## src/rtl/gpio_mux_pkg.sv

```systemverilog
package gpio_mux_pkg;

  localparam int GRP_COUNT = 12;

  typedef enum logic [3:0] {
    GRP_SET   = 4'd0,
    GRP_CLR   = 4'd1,
    GRP_OUT   = 4'd2,
    GRP_IN    = 4'd3,
    GRP_OE    = 4'd4,
    GRP_FLAG  = 4'd5,
    GRP_ENA   = 4'd6,
    GRP_IDENT = 4'd7,
    GRP_FLO   = 4'd8,
    GRP_FHI   = 4'd9,
    GRP_SDMAP = 4'd10,
    GRP_MODE  = 4'd11
  } regGroup_e;

  // strobes handed from the address decoder to the datapath
  typedef struct packed {
    logic      wrHit;
    logic      rdHit;
    regGroup_e grp;
    logic [7:0] bank;
  } regStrobe_t;

endpackage

```

## src/rtl/gpio_reg_decode.sv

```systemverilog
module gpio_reg_decode
  import gpio_mux_pkg::*;
#(
  parameter int BANKS  = 2,
  parameter int ADDR_W = 8
) (
  input  logic              wrEn,
  input  logic              rdEn,
  input  logic [ADDR_W-1:0] addr,
  output regStrobe_t        strb
);

  logic [ADDR_W-3:0] wordIdx;
  logic              aligned;

  assign wordIdx = addr[ADDR_W-1:2];
  assign aligned = (addr[1:0] == 2'b00);

  // group g, bank b lives at word g*BANKS + b
  always_comb begin
    strb = '0;
    for (int g = 0; g < GRP_COUNT; g++) begin
      for (int b = 0; b < BANKS; b++) begin
        if (aligned && (int'(wordIdx) == g * BANKS + b)) begin
          strb.wrHit = wrEn;
          strb.rdHit = rdEn;
          strb.grp   = regGroup_e'(4'(g));
          strb.bank  = 8'(b);
        end
      end
    end
  end

endmodule

```

## src/rtl/gpio_edge_detect.sv

```systemverilog
module gpio_edge_detect #(
  parameter int W           = 64,
  parameter int SYNC_STAGES = 2
) (
  input  logic         clk,
  input  logic         rstN,
  input  logic [W-1:0] pinIn,
  input  logic [W-1:0] levelMode,
  output logic [W-1:0] level,
  output logic [W-1:0] pinEvent
);

  logic [W-1:0] stageQ [SYNC_STAGES];
  logic [W-1:0] prevQ;

  always_ff @(posedge clk) begin
    if (!rstN) begin
      for (int s = 0; s < SYNC_STAGES; s++) stageQ[s] <= '0;
      prevQ <= '0;
    end else begin
      stageQ[0] <= pinIn;
      for (int s = 1; s < SYNC_STAGES; s++) stageQ[s] <= stageQ[s-1];
      prevQ <= stageQ[SYNC_STAGES-1];
    end
  end

  assign level = stageQ[SYNC_STAGES-1];

  for (genvar i = 0; i < W; i++) begin : g_evt
    assign pinEvent[i] = levelMode[i] ? level[i] : (level[i] ^ prevQ[i]);
  end

endmodule

```

## src/rtl/gpio_pin_datapath.sv

```systemverilog
module gpio_pin_datapath
  import gpio_mux_pkg::*;
#(
  parameter int NUM_PINS = 40,
  parameter int BANKS    = 2
) (
  input  logic                  clk,
  input  logic                  rstN,
  input  regStrobe_t            strb,
  input  logic [31:0]           wrData,
  input  logic [NUM_PINS-1:0]   pinIn,
  output logic [31:0]           rdData,
  output logic [NUM_PINS-1:0]   pinOut,
  output logic [NUM_PINS-1:0]   pinOe,
  output logic [2*NUM_PINS-1:0] pinFunc,
  output logic                  irqOut
);

  localparam int PADDED = BANKS * 32;
  localparam logic [PADDED-1:0] VALID = {PADDED{1'b1}} >> (PADDED - NUM_PINS);

  logic [PADDED-1:0] outQ, oeQ, flagQ, enaQ, fLoQ, fHiQ, modeQ;
  logic [31:0]       sdMapQ [BANKS];
  logic [PADDED-1:0] pinPad, levelNow, eventNow, flagClr, ident;
  logic [31:0]       rdWord;

  assign pinPad = PADDED'(pinIn);

  gpio_edge_detect #(.W(PADDED), .SYNC_STAGES(2)) u_edge (
    .clk      (clk),
    .rstN     (rstN),
    .pinIn    (pinPad),
    .levelMode(modeQ),
    .level    (levelNow),
    .pinEvent (eventNow)
  );

  always_comb begin
    flagClr = '0;
    for (int b = 0; b < BANKS; b++) begin
      if (strb.wrHit && strb.grp == GRP_FLAG && strb.bank == 8'(b))
        flagClr[b*32 +: 32] = wrData;
    end
  end

  assign ident  = flagQ & enaQ;
  assign irqOut = |ident;

  always_ff @(posedge clk) begin
    if (!rstN) begin
      outQ  <= '0;
      oeQ   <= '0;
      flagQ <= '0;
      enaQ  <= '0;
      fLoQ  <= '0;
      fHiQ  <= '0;
      modeQ <= '0;
      for (int b = 0; b < BANKS; b++) sdMapQ[b] <= '0;
    end else begin
      // a new event outranks a clear in the same cycle
      flagQ <= ((flagQ & ~flagClr) | eventNow) & VALID;
      for (int b = 0; b < BANKS; b++) begin
        if (strb.wrHit && strb.bank == 8'(b)) begin
          case (strb.grp)
            GRP_SET:   outQ[b*32 +: 32]  <= outQ[b*32 +: 32] | (wrData & VALID[b*32 +: 32]);
            GRP_CLR:   outQ[b*32 +: 32]  <= outQ[b*32 +: 32] & ~wrData;
            GRP_OUT:   outQ[b*32 +: 32]  <= wrData & VALID[b*32 +: 32];
            GRP_OE:    oeQ[b*32 +: 32]   <= wrData & VALID[b*32 +: 32];
            GRP_ENA:   enaQ[b*32 +: 32]  <= wrData & VALID[b*32 +: 32];
            GRP_FLO:   fLoQ[b*32 +: 32]  <= wrData & VALID[b*32 +: 32];
            GRP_FHI:   fHiQ[b*32 +: 32]  <= wrData & VALID[b*32 +: 32];
            GRP_MODE:  modeQ[b*32 +: 32] <= wrData & VALID[b*32 +: 32];
            GRP_SDMAP: sdMapQ[b]         <= wrData;
            default:   ;
          endcase
        end
      end
    end
  end

  always_comb begin
    rdWord = '0;
    for (int b = 0; b < BANKS; b++) begin
      if (strb.bank == 8'(b)) begin
        case (strb.grp)
          GRP_OUT:   rdWord = outQ[b*32 +: 32];
          GRP_IN:    rdWord = levelNow[b*32 +: 32] & VALID[b*32 +: 32];
          GRP_OE:    rdWord = oeQ[b*32 +: 32];
          GRP_FLAG:  rdWord = flagQ[b*32 +: 32];
          GRP_ENA:   rdWord = enaQ[b*32 +: 32];
          GRP_IDENT: rdWord = ident[b*32 +: 32];
          GRP_FLO:   rdWord = fLoQ[b*32 +: 32];
          GRP_FHI:   rdWord = fHiQ[b*32 +: 32];
          GRP_SDMAP: rdWord = sdMapQ[b];
          GRP_MODE:  rdWord = modeQ[b*32 +: 32];
          default:   rdWord = '0;
        endcase
      end
    end
  end

  always_ff @(posedge clk) begin
    if (!rstN) rdData <= '0;
    else       rdData <= strb.rdHit ? rdWord : '0;
  end

  assign pinOut = outQ[NUM_PINS-1:0];
  assign pinOe  = oeQ[NUM_PINS-1:0];

  for (genvar i = 0; i < NUM_PINS; i++) begin : g_func
    assign pinFunc[2*i +: 2] = {fHiQ[i], fLoQ[i]};
  end

endmodule

```

## src/rtl/gpio_mux_ctrl.sv

```systemverilog
module gpio_mux_ctrl
  import gpio_mux_pkg::*;
#(
  parameter int NUM_PINS = 40,
  parameter int ADDR_W   = 8
) (
  input  logic                  clk,
  input  logic                  rstN,
  input  logic                  wrEn,
  input  logic                  rdEn,
  input  logic [ADDR_W-1:0]     addr,
  input  logic [31:0]           wrData,
  output logic [31:0]           rdData,
  input  logic [NUM_PINS-1:0]   pinIn,
  output logic [NUM_PINS-1:0]   pinOut,
  output logic [NUM_PINS-1:0]   pinOe,
  output logic [2*NUM_PINS-1:0] pinFunc,
  output logic                  irqOut
);

  localparam int BANKS = 1 + (NUM_PINS - 1) / 32;

  regStrobe_t strb;

  gpio_reg_decode #(.BANKS(BANKS), .ADDR_W(ADDR_W)) u_decode (
    .wrEn(wrEn),
    .rdEn(rdEn),
    .addr(addr),
    .strb(strb)
  );

  gpio_pin_datapath #(.NUM_PINS(NUM_PINS), .BANKS(BANKS)) u_data (
    .clk    (clk),
    .rstN   (rstN),
    .strb   (strb),
    .wrData (wrData),
    .pinIn  (pinIn),
    .rdData (rdData),
    .pinOut (pinOut),
    .pinOe  (pinOe),
    .pinFunc(pinFunc),
    .irqOut (irqOut)
  );

endmodule

```

## config.mk

```make
export PLATFORM = sky130hd
export DESIGN_NAME = gpio_mux_ctrl
export DESIGN_NICKNAME = d
export VERILOG_FILES = /design/src/rtl/gpio_mux_pkg.sv /design/src/rtl/gpio_reg_decode.sv /design/src/rtl/gpio_edge_detect.sv /design/src/rtl/gpio_pin_datapath.sv /design/src/rtl/gpio_mux_ctrl.sv
export SDC_FILE = /design/constraint.sdc
export NUM_CORES = 1
export LEC_CHECK = 0
export BUFFER_PORTS_ARGS = -buffer_cell sky130_fd_sc_hd__buf_2
export CELL_PAD_IN_SITES_DETAIL_PLACEMENT = 0
export CELL_PAD_IN_SITES_GLOBAL_PLACEMENT = 2
export CORE_MARGIN = 3
export CORE_UTILIZATION = 35
export DETAILED_ROUTE_END_ITERATION = 8
export GPL_TIMING_DRIVEN = 0
export MAX_ROUTING_LAYER = met4
export PLACE_DENSITY_LB_ADDON = 0.1
export SETUP_SLACK_MARGIN = 0.3
export SKIP_LAST_GASP = 1
export SYNTH_ARGS = -nofsm -noshare
export SYNTH_HDL_FRONTEND = slang
export SYNTH_SLANG_ARGS = --single-unit
```

## constraint.sdc

```tcl
create_clock -name clk -period 6 [get_ports clk]
set_clock_uncertainty 0.2 [all_clocks]
set_input_delay 0.9 -clock clk [delete_from_list [all_inputs] [get_ports clk]]
set_output_delay 0.9 -clock clk [all_outputs]
set_load 0.02 [all_outputs]
```

==> results of run 1 <==
[synthesized netlist by cell type (12+ instances only)]
cell | count | area (µm²)
and3_1 | 28 | 175
nor2b_1 | 45 | 282
a22oi_1 | 55 | 413
o2bb2ai_1 | 19 | 166
edfxtp_1 | 64 | 1920
clkbuf_1 | 159 | 597
buf_4 | 44 | 330
nor2_1 | 79 | 297
a22o_1 | 20 | 175
mux2_2 | 12 | 135
nand3_1 | 34 | 170
o21ai_0 | 132 | 661
a21oi_1 | 287 | 1440
a221oi_1 | 45 | 394
nor3_1 | 23 | 115
buf_2 | 46 | 230
nand2_1 | 445 | 1670
xnor2_1 | 40 | 350
and2_1 | 158 | 988
dfxtp_1 | 456 | 9130
a211oi_1 | 41 | 308
mux2i_1 | 52 | 521
[kinds of logic after synthesis]
group / after synthesis
simple gates: 869
compound gates: 677
flops: 520
buf+inv: 262
mux: 64
xor+xnor: 41
[stage by stage]
step | cell area [µm²] | worst slack [ns]
6_report | 26000 | 1.52
5_1_grt | 26000 | 1.46
4_1_cts | 26000 | 1.79
3_5_place_dp | 24100 | 1.15
3_3_place_gp | 24000 | -2.27
2_1_floorplan | 21700 | 1.00
[path summary, 6_finish.rpt]
path	slack [ns]	depth (start not counted)	end	start
max	1.52	9	u_data.fHiQ[5]	addr[3]
min	0.23	1	u_data.u_edge.stageQ[0][99]	u_data.u_edge.stageQ[0][35]
min reg2reg	0.23	1	u_data.u_edge.stageQ[0][99]	u_data.u_edge.stageQ[0][35]
max reg2reg	3.93	4	u_data.rdData[6]	u_data.outQ[38]
[power groups by stage]
stage | sequential, W | combinational [W] | clock, W
final | 0.00366 | 0.000446 | 0.00371
after global routing | 0.00366 | 0.000459 | 0.00387
after detailed placement | 0.00374 | 0.000434 | 0
after floorplan | 0.00370 | 0.000218 | 0
after global placement | 0.00374 | 0.000424 | 0
after CTS | 0.00366 | 0.000435 | 0.00373
[layout by cell type (no fill, tap or decap), types with 6 or more instances in the layout]
cell / n
a211oi_1: 41
a21oi_1: 287
a221oi_1: 45
a222oi_1: 8
a22o_1: 20
a22oi_1: 55
a31oi_1: 7
a32o_1: 7
a32oi_1: 6
and2_1: 158
and3_1: 28
buf_1: 6
buf_2: 287
buf_4: 44
clkbuf_1: 172
clkbuf_16: 60
clkbuf_8: 9
clkinv_2: 11
dfxtp_1: 456
edfxtp_1: 64
mux2_2: 12
mux2i_1: 52
nand2_1: 445
nand2b_1: 10
nand3_1: 34
nor2_1: 78
nor2b_1: 45
nor3_1: 23
o2111ai_1: 10
o21ai_0: 130
o22ai_1: 6
o2bb2ai_1: 19
xnor2_1: 40
[flip-flops by register name (all words and copies together), names as in the netlist]
name,count
u_data.u_edge.stageQ,80
u_data.outQ,64
u_data.sdMapQ,64
u_data.enaQ,40
u_data.fHiQ,40
u_data.fLoQ,40
u_data.flagQ,40
u_data.modeQ,40
u_data.oeQ,40
u_data.u_edge.prevQ,40
u_data.rdData,32
[layer usage]
| metal | share of wire | wire, µm | vias to the layer above |
|---|---|---|---|
| li1 | - | - | 9104 |
| met1 | 0.41 | 49300 | 10700 |
| met2 | 0.44 | 53300 | 1272 |
| met3 | 0.086 | 10400 | 323 |
| met4 | 0.065 | 7810 | 0 |
| met5 | 0 | 0 | - |
[area by class of cell]
type | count | area (µm²)
antenna | 3 | 7.51
buffer | 257 | 1200
clock buffer | 82 | 1670
clock inverter | 25 | 280
fill | 6190 | 34900
inverter | 5 | 18.8
multi-input combinational | 1651 | 9510
sequential | 520 | 11100
tap | 828 | 1040
timing repair buffer | 244 | 1260
==> flow_metrics.env, run 1 <==
export IMPL_min_period_ns=4.48
export IMPL_internal_power_w=0.00586
export IMPL_ys_flop_type="dfxtp_1"
export IMPL_power_leakage_nw=9.71
export IMPL_synth_adder_area_share=0
export IMPL_status="finished, violations left"
export IMPL_holdWs_ns=0.231
export IMPL_met2_usage=0.565
export IMPL_synthSimpleGateAreaFrac=0.194
export IMPL_critPathRequiredTime_ns=6.34
export IMPL_die_w_um=255
export IMPL_failed_checks="max-capacitance violations, max-slew violations"
export IMPL_initial_core_util=0.357
export IMPL_core_mm2=0.0609
export IMPL_placed_cells=3505
export IMPL_grt_max_degree=23
export IMPL_antenna_found_initial=2
export IMPL_slew_viol_final=1
export IMPL_clk_pin_slew_ns=0.06
export IMPL_switchingPower_w=0.00196
export IMPL_globalRoute_busiestLayer="met2"
export IMPL_viasPerCell=5.93
export IMPL_cts_tree="done"
export IMPL_cap_viol_max_count=1
export IMPL_io_pins=277
export IMPL_muxShareOfSynthArea=0.0302
export IMPL_worstPathMaxFanout=10
export IMPL_drtIter0Drc=2653
export IMPL_synth_area_mm2=0.0217
export IMPL_min_path_type="reg -> reg"
export IMPL_synthArstFlopShare=0
export IMPL_htreeDepth=2
export IMPL_p_clk_frac=0.475
export IMPL_synth_compound_gate_area_share=0.195
export IMPL_p_sw_frac=0.250
export IMPL_yosys_warnings=0
export IMPL_grt_overflow=0
export IMPL_synth_edff_count=64
export IMPL_routedWlPerCell_um=33.4
export IMPL_tightestPinTransition_ns=1.50
export IMPL_cp_start_kind="input pin"
export IMPL_synth_xor_area_frac=0.0165
export IMPL_post_dp_hpwl_um=88200
export IMPL_crit_path_end_kind="register"
export IMPL_fin_crit_sh=0.747
export IMPL_critical_path_class="in -> reg"
export IMPL_crit_top_cell="buf_2"
export IMPL_ys_types=70
export IMPL_slowest_delay_ns=0.94
export IMPL_p_total_w=0.00782
export IMPL_cts_buffers=57
export IMPL_io_buffers=241
export IMPL_slew_headroom=-0.00367
export IMPL_num_vias=21400
export IMPL_layout_cells_non_filler=3615
export IMPL_syn_to_final_growth_pct=19.7
export IMPL_synth_top_family_by_area="compound AO/OA/AOI/OAI gates"
export IMPL_max_freq_mhz=223
export IMPL_drc_errors=0
export IMPL_use_met3=0.0653
export IMPL_setup_viol=0
export IMPL_cts_buffer_depth=3
export IMPL_dieHeight_um=255
export IMPL_critPathSlowestCell="clkbuf_1"
export IMPL_synth_fp_nets=2517
export IMPL_crit_chain="buf_2 -> buf_2 -> nor3b_1 -> clkbuf_1 -> nand2_1 -> nor2_1 -> buf_2 -> nand2_1 -> a21oi_1"
export IMPL_insertion_delay_ns=0.65
export IMPL_die_area_mm2=0.0652
export IMPL_hold_violations=0
export IMPL_peakVddDrop_uv=262
export IMPL_avgSynthCellArea_um2=8.94
export IMPL_setup_tns_ns=0
export IMPL_netlist_instances=2433
export IMPL_p_seq_frac=0.468
export IMPL_core_rowCount=90
export IMPL_grt_pass1_wl_um=163000
export IMPL_holdBufCountCts=0
export IMPL_rsz0062_at_grt="no"
export IMPL_fin_util=0.427
export IMPL_dr_pass1_iters=8
export IMPL_cts_root_buf="clkbuf_16"
export IMPL_grt_util_met1=0.475
export IMPL_cts_setup_buffers=0
export IMPL_ys_seq_area_frac=0.508
export IMPL_wirelength_um=121000
export IMPL_place_congestion=1.00
export IMPL_nets=2820
export IMPL_p_per_area_mw_per_mm2=300
export IMPL_crit_family="simple AND/OR/NAND/NOR gates"
export IMPL_clock_sinks=520
export IMPL_grt_pass1_vias=19900
export IMPL_grt_usage=0.373
export IMPL_crit_buf_inv=4
export IMPL_drive_gt1_frac=0.166
export IMPL_ant_nets=0
export IMPL_cp_arrival_ns=4.82
export IMPL_synth_seq_cells=520
export IMPL_combPwrFrac=0.057
export IMPL_cts_resized=0
Power figures use the tool's default switching activity.
==> run 2, diff against run 1 <==
Settings changed: CORE_UTILIZATION 35 to 32.
Clock period 6 ns to 4 ns, I/O delays scaled along.
==> flow_metrics.env, run 2 (synthesis gave the netlist of run 1 again) <==
export IMPL_met2_usage=0.541
export IMPL_largest_register_ffs=80
export IMPL_num_vias=21400
export IMPL_grt_util_met1=0.450
export IMPL_die_area_mm2=0.0711
export IMPL_wirelength_um=125000
export IMPL_final_area_mm2=0.0266
export IMPL_nets=2863
export IMPL_clk_pin_slew_ns=0.06
export IMPL_max_freq_mhz=266
export IMPL_min_period_ns=3.76
export IMPL_power_leakage_nw=9.95
export IMPL_grt_usage=0.352
export IMPL_setup_worst_path_start="addr[1]"
export IMPL_drc_errors=0
export IMPL_globalRoute_busiestLayer="met2"
export IMPL_cp_start_kind="input pin"
export IMPL_slew_headroom=-0.0104
export IMPL_htreeDepth=2
export IMPL_critPathSlowestCell="clkbuf_1"
export IMPL_antenna_found_initial=9
export IMPL_r2r_slack_ns=1.66
export IMPL_core_mm2=0.0666
export IMPL_dpl_cell_area_mm2=0.0241
export IMPL_hold_violations=0
export IMPL_dr_pass1_iters=6
export IMPL_final_cell_mix="456 x dfxtp_1, 445 x nand2_1, 287 x a21oi_1, 286 x buf_2, 170 x clkbuf_1"
export IMPL_fin_crit_sh=0.940
export IMPL_tightestPinTransition_ns=1.51
export IMPL_cts_tree="done"
export IMPL_peakVddDrop_uv=334
export IMPL_combPwrFrac=0.060
export IMPL_cts_setup_buffers=0
export IMPL_setup_viol=0
export IMPL_top_register="u_data.u_edge.stageQ"
export IMPL_place_congestion=0.975
export IMPL_p_sw_frac=0.249
export IMPL_critPathRequiredTime_ns=4.23
export IMPL_switchingPower_w=0.00295
export IMPL_grt_pass1_wl_um=168000
export IMPL_crit_family="simple AND/OR/NAND/NOR gates"
export IMPL_clock_sinks=520
export IMPL_cts_root_buf="clkbuf_16"
export IMPL_grt_overflow=0
export IMPL_syn_to_final_growth_pct=22.3
export IMPL_cap_viol_max_count=1
export IMPL_insertion_delay_ns=0.64
export IMPL_crit_buf_inv=2
export IMPL_p_total_w=0.0118
export IMPL_die_w_um=267
export IMPL_routedWlPerCell_um=33.8
export IMPL_p_per_area_mw_per_mm2=445
export IMPL_drtIter0Drc=2518
export IMPL_viasPerCell=5.80
export IMPL_cp_arrival_ns=3.99
export IMPL_initial_core_util=0.327
export IMPL_rr_startpoint="u_data.outQ[38]"
export IMPL_slew_viol_final=8
export IMPL_ant_nets=0
export IMPL_core_rowCount=94
export IMPL_failed_checks="max-capacitance violations, max-slew violations"
export IMPL_crit_chain="buf_4 -> a2111oi_4 -> and2_0 -> clkbuf_1 -> o21ai_0 -> nor4_1 -> nor3_1"
export IMPL_p_clk_frac=0.476
export IMPL_drive_gt1_frac=0.168
export IMPL_status="finished, violations left"
export IMPL_rsz0062_at_grt="no"
export IMPL_io_buffers=241
export IMPL_worstPathMaxFanout=10
export IMPL_grt_pass1_vias=20400
export IMPL_cts_buffer_depth=3
export IMPL_min_path_type="in -> reg"
export IMPL_dieHeight_um=267
export IMPL_io_pins=277
export IMPL_slowest_delay_ns=0.96
export IMPL_cts_buffers=59
export IMPL_min_from="wrData[16]"
export IMPL_critical_path_class="in -> reg"
export IMPL_post_dp_hpwl_um=90800
export IMPL_use_met3=0.0565
export IMPL_crit_path_end_kind="register"
export IMPL_final_common_cell="dfxtp_1"
export IMPL_p_seq_frac=0.464
export IMPL_setup_tns_ns=0
export IMPL_internal_power_w=0.00889
export IMPL_grt_max_degree=21
export IMPL_reg_largest_list="u_data.u_edge.stageQ (80), u_data.outQ (64), u_data.sdMapQ (64)"
run 2: cell types whose count changed in the layout (fill, tap and decap cells not counted), moves of 3 or more:
cell           delta
dlygate4sd3_1    +40
clkbuf_2          +6
diode_2           +3
clkinv_1          -3
clkbuf_8          +8
run 2: per-stage QoR:
stage                     utilization  std cells  hold WS (ns)  worst slack, ns
after detailed placement        0.362       3541         0.221           -0.721
final                           0.400       3698         0.165            0.241
after floorplan                     -       2433         0.212            0.368
after global placement          0.361       3538         0.217            -2.22
after CTS                       0.399       3691         0.156            0.351
after global routing            0.399       3696         0.215            0.314
run 2: metal layers:
metal | vias up | part of all wire
met2 | 1233 | 0.45
met3 | 314 | 0.083
li1 | 9180 | -
met1 | 10700 | 0.41
met4 | 0 | 0.058
met5 | - | 0
run 2: timing repair:
| item | CTS | global route |
|---|---|---|
| setup endpoints to repair | 126 | 33 |
| cloned | 0 | 0 |
| resized for setup | 7 | 13 |
| hold endpoints to repair | 40 | 0 |
| pin swaps | 0 | 0 |
| hold buffers | 40 | 0 |
run 2: final cells by class:
type | instances | area [µm²]
buffer | 257 | 1220
sequential | 520 | 11100
clock buffer | 95 | 1820
antenna | 6 | 15.0
inverter | 5 | 18.8
timing repair buffer | 285 | 1680
clock inverter | 15 | 176
multi-input combinational | 1651 | 9530
fill | 6835 | 40000
tap | 864 | 1080
run 2: power groups by stage:
| stage | logic (W) | clock network, W | registers, W |
|---|---|---|---|
| 6_report | 0.000711 | 0.00563 | 0.00550 |
| 4_1_cts | 0.000694 | 0.00568 | 0.00549 |
| 3_5_place_dp | 0.000659 | 0 | 0.00561 |
| 5_1_grt | 0.000733 | 0.00588 | 0.00550 |
| 2_1_floorplan | 0.000328 | 0 | 0.00555 |
| 3_3_place_gp | 0.000649 | 0 | 0.00561 |
run 2: worst paths after layout:
check                           endpoint  depth (start not counted)
max                     u_data.rdData[3]                          7
min                      u_data.fHiQ[16]                          3
max reg2reg             u_data.rdData[6]                          4
min reg2reg  u_data.u_edge.stageQ[0][88]                          1
run 2: worst reg2reg max path, delay by kind of cell (launching register included):
kind            cells  cell delay [ns]
compound gates      4             1.59
flops               1             0.35
==> run 3, diff against run 2 <==
Clock period 4 ns to 3.4 ns, I/O delays scaled along.
==> flow_metrics.env, run 3 (synthesis gave the netlist of run 1 again) <==
export IMPL_status="finished, violations left"
export IMPL_failed_checks="max-capacitance violations, max-slew violations"
export IMPL_critPathSlowestCell="dfxtp_4"
export IMPL_min_to="u_data.outQ[37]"
export IMPL_antenna_found_initial=4
export IMPL_cts_tree="done"
export IMPL_initial_core_util=0.327
export IMPL_cts_buffers=59
export IMPL_grt_max_degree=21
export IMPL_drc_errors=0
export IMPL_syn_to_final_growth_pct=23.4
export IMPL_ant_nets=0
export IMPL_drive_gt1_frac=0.188
export IMPL_fin_util=0.403
export IMPL_post_dp_hpwl_um=91700
export IMPL_rr_startpoint="u_data.flagQ[1]"
export IMPL_viasPerCell=5.82
export IMPL_top_register="u_data.u_edge.stageQ"
export IMPL_fill_cells=6816
export IMPL_p_per_area_mw_per_mm2=514
export IMPL_peakVddDrop_uv=368
export IMPL_slew_headroom=-0.00652
export IMPL_insertion_delay_ns=0.63
export IMPL_clock_sinks=520
export IMPL_reg2reg_depth=5
export IMPL_max_freq_mhz=309
export IMPL_worstPathMaxFanout=2
export IMPL_fin_crit_sh=0.953
export IMPL_reg2reg_to="u_data.rdData[1]"
export IMPL_dr_pass1_iters=5
export IMPL_cts_root_buf="clkbuf_16"
export IMPL_holdPathStages=3
export IMPL_setup_viol=0
export IMPL_grt_pass1_vias=20400
export IMPL_cts_buffer_depth=3
export IMPL_r2r_slack_ns=1.43
export IMPL_crit_path_end_kind="output port"
export IMPL_largest_register_ffs=80
export IMPL_place_congestion=0.985
export IMPL_slowest_delay_ns=0.38
export IMPL_critPathRequiredTime_ns=2.69
export IMPL_io_buffers=241
export IMPL_setup_tns_ns=0
export IMPL_cp_arrival_ns=2.53
export IMPL_final_cell_mix="451 x dfxtp_1, 443 x nand2_1, 287 x a21oi_1, 281 x buf_2, 159 x and2_1"
export IMPL_nets=2877
export IMPL_power_leakage_nw=10.1
export IMPL_min_period_ns=3.24
export IMPL_slew_viol_final=11
export IMPL_min_path_type="in -> reg"
export IMPL_tightestPinTransition_ns=1.51
export IMPL_grt_usage=0.355
export IMPL_core_rowCount=94
export IMPL_final_common_cell="dfxtp_1"
export IMPL_wirelength_um=126000
export IMPL_crit_chain="a22o_1 -> a221oi_2 -> nand4_1 -> nor3_2 -> nand4_1 -> buf_4"
export IMPL_grt_pass1_wl_um=169000
export IMPL_cap_viol_max_count=1
export IMPL_dieHeight_um=267
export IMPL_min_from="wrData[5]"
export IMPL_drtIter0Drc=2403
export IMPL_crit_top_cell="nand4_1"
export IMPL_routedWlPerCell_um=34.1
export IMPL_num_vias=21600
export IMPL_die_area_mm2=0.0711
export IMPL_io_pins=277
export IMPL_htreeDepth=2
export IMPL_rsz0062_at_grt="yes"
export IMPL_cp_start_kind="register"
export IMPL_clk_pin_slew_ns=0.07
export IMPL_reg_largest_list="u_data.u_edge.stageQ (80), u_data.outQ (64), u_data.sdMapQ (64)"
export IMPL_critical_path_class="reg -> out"
export IMPL_core_mm2=0.0666
export IMPL_hold_violations=0
export IMPL_holdWs_ns=0.109
export IMPL_grt_overflow=0
export IMPL_die_w_um=267
[run 3: changes by cell type in the layout (fill, tap and decap cells not counted), moves of 3 or more]
cell      previous run  this run
clkbuf_1           170       139
clkbuf_2             7        37
buf_4               44        58
buf_2              286       281
dfxtp_1            456       451
a221oi_1            45        41
a221oi_2             0         3
buf_12               2         5
clkbuf_8            17        14
clkinv_2             9         6
dfxtp_2              0         3
nor2_1              77        74
[run 3: per-stage QoR]
| stage | instance area [µm²] | worst slack (ns) | power (W) | std cells |
|---|---|---|---|---|
| after floorplan | 21800 | 0.465 | 0.00691 | 2433 |
| final | 26800 | 0.160 | 0.0138 | 3706 |
| after global routing | 26800 | 0.169 | 0.0141 | 3704 |
| after global placement | 24000 | -1.34 | 0.00736 | 3538 |
| after CTS | 26700 | 0.203 | 0.0138 | 3697 |
| after detailed placement | 24200 | -1.19 | 0.00738 | 3543 |
[run 3: worst max-delay path by stage]
stage,from,end
2_1_floorplan,addr[1],u_data.sdMapQ[0][0]
3_3_place_gp,addr[3],u_data.sdMapQ[0][12]
3_5_place_dp,addr[3],u_data.fHiQ[5]
4_1_cts,u_data.enaQ[36],irqOut
5_1_grt,u_data.flagQ[25],irqOut
6_report,u_data.enaQ[36],irqOut
[run 3: final cells by class]
type                       instances  area [µm²]  area share
clock inverter                    14         120     0.00448
multi-input combinational       1651        9620       0.359
sequential                       520       11100       0.412
tap                              864        1080      0.0403
inverter                           5        18.8    0.000700
timing repair buffer             299        1830      0.0682
clock buffer                      92        1800      0.0673
buffer                           257        1270      0.0475
antenna                            4        10.0    0.000373
[run 3: where the power goes]
group	switching, W	internal (W)
combinational	0.000621	0.000234
clock	0.00275	0.00371
sequential	0.000125	0.00634
total	0.00349	0.0103
[run 3: repair_timing]
action,4_1_cts,5_1_grt
endpoints found under the setup margin,318,202
pin swaps,9,5
hold buffers,40,0
hold endpoints to repair,40,0
setup buffers,8,5
gates resized for setup,52,50
[run 3: per-layer routing]
metal / vias to the layer above / share of wire / GRT usage
li1: 9219 / - / -
met1: 10900 / 0.42 / 0.460
met2: 1168 / 0.45 / 0.554
met3: 275 / 0.076 / 0.0513
met4: 0 / 0.050 / 0.154
met5: - / 0 / -
[run 3: critical path: cells and delay by family, from the launching register on]
kind	cells	cell delay, ns
AO/OA/AOI/OAI	2	0.52
buffers and inverters	1	0.30
flip-flops	1	0.38
AND/OR/NAND/NOR	3	0.68
